--- config.mk ---
export PLATFORM = sky130hd
export DESIGN_NAME = tlb_walker
export DESIGN_NICKNAME = d
export VERILOG_FILES = /design/src/rtl/tlb_pkg.sv /design/src/rtl/tlb_datapath.sv /design/src/rtl/tlb_ctrl.sv /design/src/rtl/tlb_walker.sv
export SDC_FILE = /design/constraint.sdc
export NUM_CORES = 1
export LEC_CHECK = 0
export BUFFER_PORTS_ARGS = -buffer_cell sky130_fd_sc_hd__clkbuf_2
export CORE_ASPECT_RATIO = 1.4
export CORE_MARGIN = 2
export CORE_UTILIZATION = 32
export CTS_BUF_LIST = sky130_fd_sc_hd__clkbuf_4
export CTS_CLUSTER_SIZE = 14
export DETAILED_ROUTE_END_ITERATION = 7
export PLACE_DENSITY_LB_ADDON = 0.08
export SLEW_MARGIN = 25
export SYNTH_ARGS = -nofsm -noshare
export SYNTH_HDL_FRONTEND = slang
export SYNTH_HIERARCHICAL = 1
export SYNTH_SLANG_ARGS = --single-unit
--- constraint.sdc ---
create_clock -name clk -period 4.1 [get_ports clk]
set_input_delay 0.205 -clock clk [delete_from_list [all_inputs] [get_ports clk]]
set_output_delay 0.205 -clock clk [all_outputs]
set_load 0.03 [all_outputs]
--- src/rtl/tlb_pkg.sv ---
package tlb_pkg;

  typedef enum logic [2:0] {
    ST_IDLE,
    ST_L1_REQ,
    ST_L1_WAIT,
    ST_L2_REQ,
    ST_L2_WAIT,
    ST_FAULT
  } walkState_t;

  // strobes from control to datapath
  typedef struct packed {
    logic selL2;     // address the second-level table
    logic latchTbl;  // capture second-level table page from response
    logic fill;      // write a buffer entry from response
  } tlbStrobe_t;

endpackage

--- src/rtl/tlb_datapath.sv ---
module tlb_datapath
  import tlb_pkg::*;
#(
  parameter int VA_W    = 24,
  parameter int OFF_W   = 12,
  parameter int L1_W    = 6,
  parameter int PA_W    = 32,
  parameter int ENTRIES = 8
) (
  input  logic              clk,
  input  logic              rstN,
  input  logic              baseWe,
  input  logic [PA_W-1:0]   baseData,
  input  logic [VA_W-1:0]   vaddr,
  input  logic [PA_W-1:0]   memRespData,
  input  tlbStrobe_t        ctl,
  output logic              hit,
  output logic [PA_W-1:0]   hitPaddr,
  output logic [PA_W-1:0]   memRdAddr,
  output logic              pteValid
);
  localparam int VPN_W = VA_W - OFF_W;
  localparam int L2_W  = VPN_W - L1_W;
  localparam int PPN_W = PA_W - OFF_W;
  localparam int IX_W  = (ENTRIES > 1) ? $clog2(ENTRIES) : 1;

  logic [PPN_W-1:0] basePg, tblPg;
  logic [ENTRIES-1:0] entValid, matchVec;
  logic [VPN_W-1:0] entTag [ENTRIES];
  logic [PPN_W-1:0] entPpn [ENTRIES];
  logic [IX_W-1:0]  rrPtr, victim;
  logic [PPN_W-1:0] hitPpn;
  logic             allValid;

  logic [VPN_W-1:0] vpn;
  logic [L1_W-1:0]  l1Idx;
  logic [L2_W-1:0]  l2Idx;
  logic             unusedLow;

  assign vpn   = vaddr[VA_W-1:OFF_W];
  assign l1Idx = vpn[VPN_W-1:L2_W];
  assign l2Idx = vpn[L2_W-1:0];
  assign unusedLow = ^{baseData[OFF_W-1:0], memRespData[OFF_W-1:1]};

  for (genvar g = 0; g < ENTRIES; g++) begin : g_match
    assign matchVec[g] = entValid[g] && (entTag[g] == vpn);
  end

  always_comb begin
    hitPpn = '0;
    for (int i = 0; i < ENTRIES; i++)
      if (matchVec[i]) hitPpn |= entPpn[i];
  end

  assign hit      = |matchVec;
  assign hitPaddr = {hitPpn, vaddr[OFF_W-1:0]};
  assign allValid = &entValid;

  // lowest invalid slot, else rotating pointer
  always_comb begin
    victim = rrPtr;
    for (int i = ENTRIES - 1; i >= 0; i--)
      if (!entValid[i]) victim = IX_W'(i);
  end

  always_comb begin
    if (ctl.selL2)
      memRdAddr = {tblPg, {OFF_W{1'b0}}} + (PA_W'(l2Idx) << 2);
    else
      memRdAddr = {basePg, {OFF_W{1'b0}}} + (PA_W'(l1Idx) << 2);
  end

  assign pteValid = memRespData[0];

  always_ff @(posedge clk) begin
    if (!rstN) begin
      entValid <= '0;
      basePg   <= '0;
      tblPg    <= '0;
      rrPtr    <= '0;
    end else begin
      if (baseWe) begin
        basePg   <= baseData[PA_W-1:OFF_W];
        entValid <= '0;
      end
      if (ctl.latchTbl) tblPg <= memRespData[PA_W-1:OFF_W];
      if (ctl.fill) begin
        entValid[victim] <= 1'b1;
        entTag[victim]   <= vpn;
        entPpn[victim]   <= memRespData[PA_W-1:OFF_W];
        if (allValid)
          rrPtr <= (rrPtr == IX_W'(ENTRIES - 1)) ? '0 : rrPtr + 1'b1;
      end
    end
  end

endmodule

--- src/rtl/tlb_ctrl.sv ---
module tlb_ctrl
  import tlb_pkg::*;
(
  input  logic       clk,
  input  logic       rstN,
  input  logic       reqValid,
  input  logic       hit,
  input  logic       baseWe,
  input  logic       memRdReady,
  input  logic       memRespValid,
  input  logic       pteValid,
  output tlbStrobe_t ctl,
  output logic       reqReady,
  output logic       respValid,
  output logic       respFault,
  output logic       memRdValid
);
  walkState_t state, nextState;
  logic       abortPend, dropResp, hitServe;

  assign dropResp  = abortPend || baseWe;
  assign hitServe  = (state == ST_IDLE) && reqValid && hit && !baseWe;
  assign respFault = (state == ST_FAULT);
  assign respValid = hitServe || respFault;
  assign reqReady  = respValid;
  assign memRdValid = ((state == ST_L1_REQ) || (state == ST_L2_REQ)) && !baseWe;

  always_comb begin
    ctl          = '0;
    ctl.selL2    = (state == ST_L2_REQ) || (state == ST_L2_WAIT);
    ctl.latchTbl = (state == ST_L1_WAIT) && memRespValid && !dropResp && pteValid;
    ctl.fill     = (state == ST_L2_WAIT) && memRespValid && !dropResp && pteValid;
  end

  always_comb begin
    nextState = state;
    unique case (state)
      ST_IDLE:
        if (reqValid && !hit && !baseWe) nextState = ST_L1_REQ;
      ST_L1_REQ:
        if (baseWe) nextState = ST_IDLE;
        else if (memRdReady) nextState = ST_L1_WAIT;
      ST_L1_WAIT:
        if (memRespValid) begin
          if (dropResp)      nextState = ST_IDLE;
          else if (pteValid) nextState = ST_L2_REQ;
          else               nextState = ST_FAULT;
        end
      ST_L2_REQ:
        if (baseWe) nextState = ST_IDLE;
        else if (memRdReady) nextState = ST_L2_WAIT;
      ST_L2_WAIT:
        if (memRespValid) begin
          if (dropResp || pteValid) nextState = ST_IDLE;
          else                      nextState = ST_FAULT;
        end
      ST_FAULT:
        nextState = ST_IDLE;
      default:
        nextState = ST_IDLE;
    endcase
  end

  always_ff @(posedge clk) begin
    if (!rstN) begin
      state     <= ST_IDLE;
      abortPend <= 1'b0;
    end else begin
      state <= nextState;
      if ((state == ST_L1_WAIT) || (state == ST_L2_WAIT)) begin
        if (memRespValid)  abortPend <= 1'b0;
        else if (baseWe)   abortPend <= 1'b1;
      end else begin
        abortPend <= 1'b0;
      end
    end
  end

endmodule

--- src/rtl/tlb_walker.sv ---
module tlb_walker
  import tlb_pkg::*;
#(
  parameter int VA_W    = 24,
  parameter int OFF_W   = 12,
  parameter int L1_W    = 6,
  parameter int PA_W    = 32,
  parameter int ENTRIES = 8
) (
  input  logic            clk,
  input  logic            rstN,
  input  logic            reqValid,
  input  logic [VA_W-1:0] reqVaddr,
  output logic            reqReady,
  output logic            respValid,
  output logic [PA_W-1:0] respPaddr,
  output logic            respFault,
  input  logic            baseWe,
  input  logic [PA_W-1:0] baseData,
  output logic            memRdValid,
  input  logic            memRdReady,
  output logic [PA_W-1:0] memRdAddr,
  input  logic            memRespValid,
  input  logic [PA_W-1:0] memRespData
);
  tlbStrobe_t      ctl;
  logic            hit, pteValid;
  logic [PA_W-1:0] hitPaddr;

  tlb_datapath #(
    .VA_W(VA_W), .OFF_W(OFF_W), .L1_W(L1_W), .PA_W(PA_W), .ENTRIES(ENTRIES)
  ) u_dp (
    .clk(clk), .rstN(rstN), .baseWe(baseWe), .baseData(baseData),
    .vaddr(reqVaddr), .memRespData(memRespData), .ctl(ctl),
    .hit(hit), .hitPaddr(hitPaddr), .memRdAddr(memRdAddr), .pteValid(pteValid)
  );

  tlb_ctrl u_ctrl (
    .clk(clk), .rstN(rstN), .reqValid(reqValid), .hit(hit), .baseWe(baseWe),
    .memRdReady(memRdReady), .memRespValid(memRespValid), .pteValid(pteValid),
    .ctl(ctl), .reqReady(reqReady), .respValid(respValid),
    .respFault(respFault), .memRdValid(memRdValid)
  );

  assign respPaddr = respFault ? '0 : hitPaddr;

endmodule

* Word level (Yosys, flattened, before mapping)
Memories as Yosys holds them, arrays and structs flattened.
Index checks and enable logic that the tools add are counted.
** Word-level totals
- Memories kept :: 2
- Register bits after elaboration :: 55
- Memory bits (writable) :: 256
** Memory list
- u_dp.entPpn :: depth 8, width 20, read ports 8, clocked after memory_dff 0, write ports 1, RTL line tlb_datapath.sv:30 : logic [PPN_W-1:0] entPpn [ENTRIES];
- u_dp.entTag :: depth 8, width 12, read ports 8, clocked after memory_dff 0, write ports 1, RTL line tlb_datapath.sv:29 : logic [VPN_W-1:0] entTag [ENTRIES];
** Cells by class
- Add/sub/neg operators :: 3
- Bitwise operators :: 10
- Muxes and demuxes :: 38
- $lt $le $gt $ge :: 2
- Reductions and logical operators :: 35
- Equal/unequal tests :: 19
** Operators with widths (number)
- 2-to-1 mux 20 bit :: 8
- OR 20 bit :: 7
- equality test 12 bit :: 8
- adder 32 x 8 -> 32 bit :: 2
- 2-to-1 mux 32 bit :: 2
- 2-to-1 mux 3 bit :: 19
- 2-to-1 mux 8 bit :: 3
- logical AND 1 bit :: 21
- case mux 3 bit (5 select lines) :: 1
- equality test 3 bit, second input constant :: 3
- AND reduction 9 bit :: 1
- OR 8 bit :: 1
- OR reduction 8 bit :: 1
- equality test 3 x 2 -> 1 bit, second input constant :: 2
- logical OR 1 bit :: 6
- != test 2 bit, second input constant :: 3
- != test 3 bit, second input constant :: 2
- AND reduction 5 bit :: 1
- less-than comparator 3 x 4 -> 1 bit, second input constant :: 1
- 2-to-1 mux 1 bit :: 4
- adder 3 x 1 -> 3 bit, second input constant :: 1
- demux 1 bit (select 3 bit) :: 1
- equality test 3 x 1 -> 1 bit, second input constant :: 1
- greater-or-equal comparator 3 x 1 -> 1 bit, second input constant :: 1
- 4 further kinds :: 7

* Longest topological paths before layout
- Word-level depth :: 18
- Mapped depth :: 10

* Hierarchy
Netlist, hierarchy kept.
** Modules (own cells, without submodules)
- tlb_datapath :: cells each 981, times used 1, area each 13603.0 µm²
- tlb_ctrl :: cells each 48, times used 1, area each 391.6 µm²
- tlb_walker :: cells each 35, times used 1, area each 222.7 µm²

* Least setup slack after synthesis
OpenSTA, ideal clock, no wires.
- Path kind :: register to register
- From :: register u_ctrl.state[2]
- To :: memory u_dp/entPpn[1][0] in the netlist's numbering, enable pin
- Setup time :: 0.471 ns
- Cell stages (with the launch flop) :: 6
- Arrival :: 3.568 ns
- Setup slack :: 0.061 ns
- Cells stage by stage :: dfxtp_1 > buf_6 > or2b_1 > nor2_1 > nand3_1 > nor3b_1
** RTL lines
- start: declaration :: RTL line tlb_ctrl.sv:18 : walkState_t state, nextState;
- start signal: assignment :: RTL line tlb_ctrl.sv:69 : state <= nextState;
- end: declaration :: RTL line tlb_datapath.sv:30

* Worst setup path in the final report
- From :: input port reqVaddr[17]
- To :: output port respPaddr[29]
** Between the ends
- Longest elaborated chain between the ends :: 18
** RTL lines
- start: declaration :: RTL line tlb_walker.sv:13 : input logic [VA_W-1:0] reqVaddr,
- equality test 12 bit :: RTL line tlb_datapath.sv:46 : assign matchVec[g] = entValid[g] && (entTag[g] == vpn);
- logical AND 1 bit :: RTL line tlb_datapath.sv:46
- 2-to-1 mux 20 bit :: RTL line tlb_datapath.sv:52 : if (matchVec[i]) hitPpn |= entPpn[i];
- OR 20 bit :: RTL line tlb_datapath.sv:52
- 2-to-1 mux 20 bit :: RTL line tlb_datapath.sv:52
- OR 20 bit :: RTL line tlb_datapath.sv:52
- 2-to-1 mux 20 bit :: RTL line tlb_datapath.sv:52
- OR 20 bit :: RTL line tlb_datapath.sv:52
- [3 not listed]
- OR 20 bit :: RTL line tlb_datapath.sv:52
- 2-to-1 mux 20 bit :: RTL line tlb_datapath.sv:52
- OR 20 bit :: RTL line tlb_datapath.sv:52
- 2-to-1 mux 20 bit :: RTL line tlb_datapath.sv:52
- OR 20 bit :: RTL line tlb_datapath.sv:52
- 2-to-1 mux 20 bit (*) :: RTL line tlb_datapath.sv:52
- net hitPaddr[29] :: RTL line tlb_walker.sv:28 : logic [PA_W-1:0] hitPaddr;
- 2-to-1 mux 32 bit (*) :: RTL line tlb_walker.sv:45 : assign respPaddr = respFault ? '0 : hitPaddr;
- end: declaration :: RTL line tlb_walker.sv:16 : output logic [PA_W-1:0] respPaddr,
Mark *: on every way through the listed nets, which the timed path passes. The rest lies on a longest branch.

==> results.md <==
* DR DRC count at 0
* Critical Path Source Type: input pin
* CP Data Required Time at 3.89 ns
* Core area at 0.0439 sq mm
* Portion of netlist area occupied by mux cells at 5.09%
* Global-route wire length before repair at 63.2 mm
* Cell Count Post-Placement at 1682
* Most frequent cells after synthesis: 256 x edfxtp_1, 150 x nand4_1, 80 x nor2b_1
* Met1 Usage GRT at 22.1%
* Worst min path class: in2reg
* Count leader, synth: edfxtp_1
* Vias per Instance at 5.34
* Worst-Skew Late Latency at 0.77 ns
* Ports at 162
* #FFs+latches synth at 311
* Worst Tran Pin Value at 1.02 ns
* Post-Syn Area per Cell at 13.4 sq um
* Final total power at 6500 uW
* Grt total ovfl at 0
* R2R depth at 9
* Cell Count, Final, Fillers Out at 1875
* Number of global-route vias before repair at 10200
* Final period util at 91.4%
* Max_cap viols at 0
* Drt initial violations at 603
* CTS tree: built
* Post-synthesis sequential area ratio at 61.8%
* Post-CTS Resized at 0
* Worst-path fanout max at 17
* Peak supply drop at 143 uV
* Status: completed
* Final Hold Viols at 0
* Syn Std Cell Area at 0.0142 sq mm
* Area Growth Syn to Fin at 19.3%
* Main combinational cell family by area after synthesis: simple AND/OR/NAND/NOR gates
* Crit path largest cell delay at 0.63 ns
* Top Usage Layer GRT: met2
* GRT met2 Usage at 32.7%
* Final setup fails at 0
* Pwr dens at 383 mW/mm^2
* YS warnings at 6
* Die area at 0.0462 sq mm
* Highest Clock Rate at 267 MHz
* RSZ-0062 raised after global routing: false
* Post-layout net count at 1360
* Synth cell types at 62
* Final Wtd Congestion at 0.771
* Worst rel slew slack at 32.0%
* Starting Density at 32.3%
* Setup crit end kind: output port
* DR WL/cell at 22.9 um
* Synth Area in Simple Gates at 15.4%
* Yosys top cell area share at 54.1%
* Die W at 182 um
* Post-DRT Antenna Nets at 0
* Pin count of the biggest net entering global routing at 52
* H-tree Lvls at 3
* Post-CTS setup repair buffer count at 0
* Top cells by area, synth: edfxtp_1 54%, dfxtp_1 7.7%, nand4_1 6.6%, nor2b_1 3.5%, mux2i_1 3.0%
* GRT Resource Usage Total at 18.6%
* Crit path kind: in2out
* Xor and xnor fraction of the mapped netlist area at 6.07%
* Via count at 10000
* Slowest stage cell, crit path: nand4_2
* Met3 GRT Util at 3.15%
* Yosys top cell by area: edfxtp_1
* Crit path time final at 3.75 ns
* Crit-path cells: dlygate4sd3_1 > clkbuf_2 > xor2_1 > nor4_1 > nand4_2 > o22ai_1 > or4_1 > nor2b_1 > clkbuf_2
* Post-DP HPWL at 26.3 mm
* Most frequent CP cell: clkbuf_2
* Clock Tree Root: clkbuf_4
* Arrival @ worst endpoint at 3.54 ns
* FP Rows at 91
* Ys flop type: edfxtp_1
* Max-slew violation count at 0
* Leakage at 0.00570 uW
* Adder-cell area share of the yosys netlist at 0.176%
* Initial antenna violation count at 2
* Setup TNS at 0 ns
* Compound-Gate Fraction of Synth Area at 5.86%
* Clk sink count at 311
* TritonCTS Buffers at 83
* Clock tree buffer depth at 3
* Routed Wire Length at 42.8 mm
* Post-synth EDFFs at 256
* Port bufs at 132
* Hold path depth at 1
* Initial DRT Pass Iterations at 5
* FFs w/ async S/R, synth at 0%
* Clock Skew at 0.0475 ns
* Die height at 253 um
* CTS clock-pin slew for the worst setup and hold paths at 0.06 ns
* Layout cells sized above 1 at 28.1%
* Cells after Synth at 1064
## routing by layer
| metal | wire (um) | up-vias | share of wire [%] |
|---|---|---|---|
| li1 | - | 4553 | - |
| met1 | 17600 | 5039 | 41 |
| met2 | 21700 | 349 | 51 |
| met3 | 2310 | 65 | 5.4 |
| met4 | 1230 | 0 | 2.9 |
| met5 | 0 | - | 0 |
## registers in the layout (all words and copies together) (netlist names)
register,flops
u_dp/entPpn,160
u_dp/entTag,96
u_dp/basePg,20
u_dp/tblPg,20
u_dp/entValid,8
u_ctrl/state,3
u_dp/rrPtr,3
u_ctrl/abortPend,1
## where the power goes
group	total [uW]	switching [uW]	internal (uW)	leakage, uW
Sequential	3430	7.42	3420	0.00275
Clock	2640	1280	1360	0.000591
Combinational	424	272	152	0.00236
## per-stage QoR
stage               hold slack (ns)  setup WS [ns]  cell area (sq um)  util [%]
floorplan                     0.278         0.0613              14200         -
global placement              0.465          0.857              15400      35.0
detailed placement            0.472          0.825              15400      35.1
CTS                         0.00735          0.217              17000      38.6
global route                 0.0612          0.143              17000      38.6
finish                       0.0756          0.354              17000      38.6
## critical path: cells and delay by family
| family | cells | cell delay, ns |
|---|---|---|
| AOI/OAI and AO/OA | 1 | 0.58 |
| and+or+nand+nor | 4 | 1.38 |
| buffers and inverters | 3 | 1.09 |
| xor gates and xnor gates | 1 | 0.25 |
## layout make-up
type / count / area (sq um)
fill: 4301 / 27000
sequential: 311 / 8790
multi-input combinational: 628 / 4860
timing repair buffer: 235 / 1600
clock buffer: 117 / 878
tap: 558 / 698
clock inverter: 20 / 106
inverter: 5 / 18.8
antenna: 1 / 2.50
## final timing paths
check	slack (ns)	start	endpoint
hold / removal	0.08	reqVaddr[23]	u_dp/entTag[7][11]
hold reg to reg	0.52	u_dp/tblPg[17]	u_dp/tblPg[17]
setup / recovery	0.35	reqVaddr[17]	respPaddr[29]
setup reg to reg	0.60	u_dp/entTag[5][10]	u_ctrl/state[0]
## timing repair
item / 4_1_cts / 5_1_grt
hold buffers: 55 / 0
endpoints found under the setup margin: 0 / 0
endpoints found under the hold margin: 264 / 0
## cells by family after synthesis
| family | count (synthesis) |
|---|---|
| XOR/XNOR | 96 |
| AND/OR/NAND/NOR | 338 |
| other | 1 |
| multiplexers | 69 |
| AO/OA/AOI/OAI | 117 |
| flip-flops | 311 |
| buffers and inverters | 130 |
| adder cells (fa/ha/maj) | 2 |
## cells in the final DEF, fill, tap and decap left out, drive strengths merged, types with 4 or more instances in the layout
cell           n
nor2           9
dfxtp         55
nor4          13
nand3         29
mux2          26
a21oi          5
dlygate4sd3   55
or2            4
nand4        153
clkinv        15
o21ai          6
xnor2         44
mux2i         43
or4           22
buf           48
clkbuf       249
inv            8
xor2          52
edfxtp       256
o32ai         21
conb           6
o22ai         60
nand2          7
a21o           6
nor2b         80
Power figures use the tool's default switching activity.
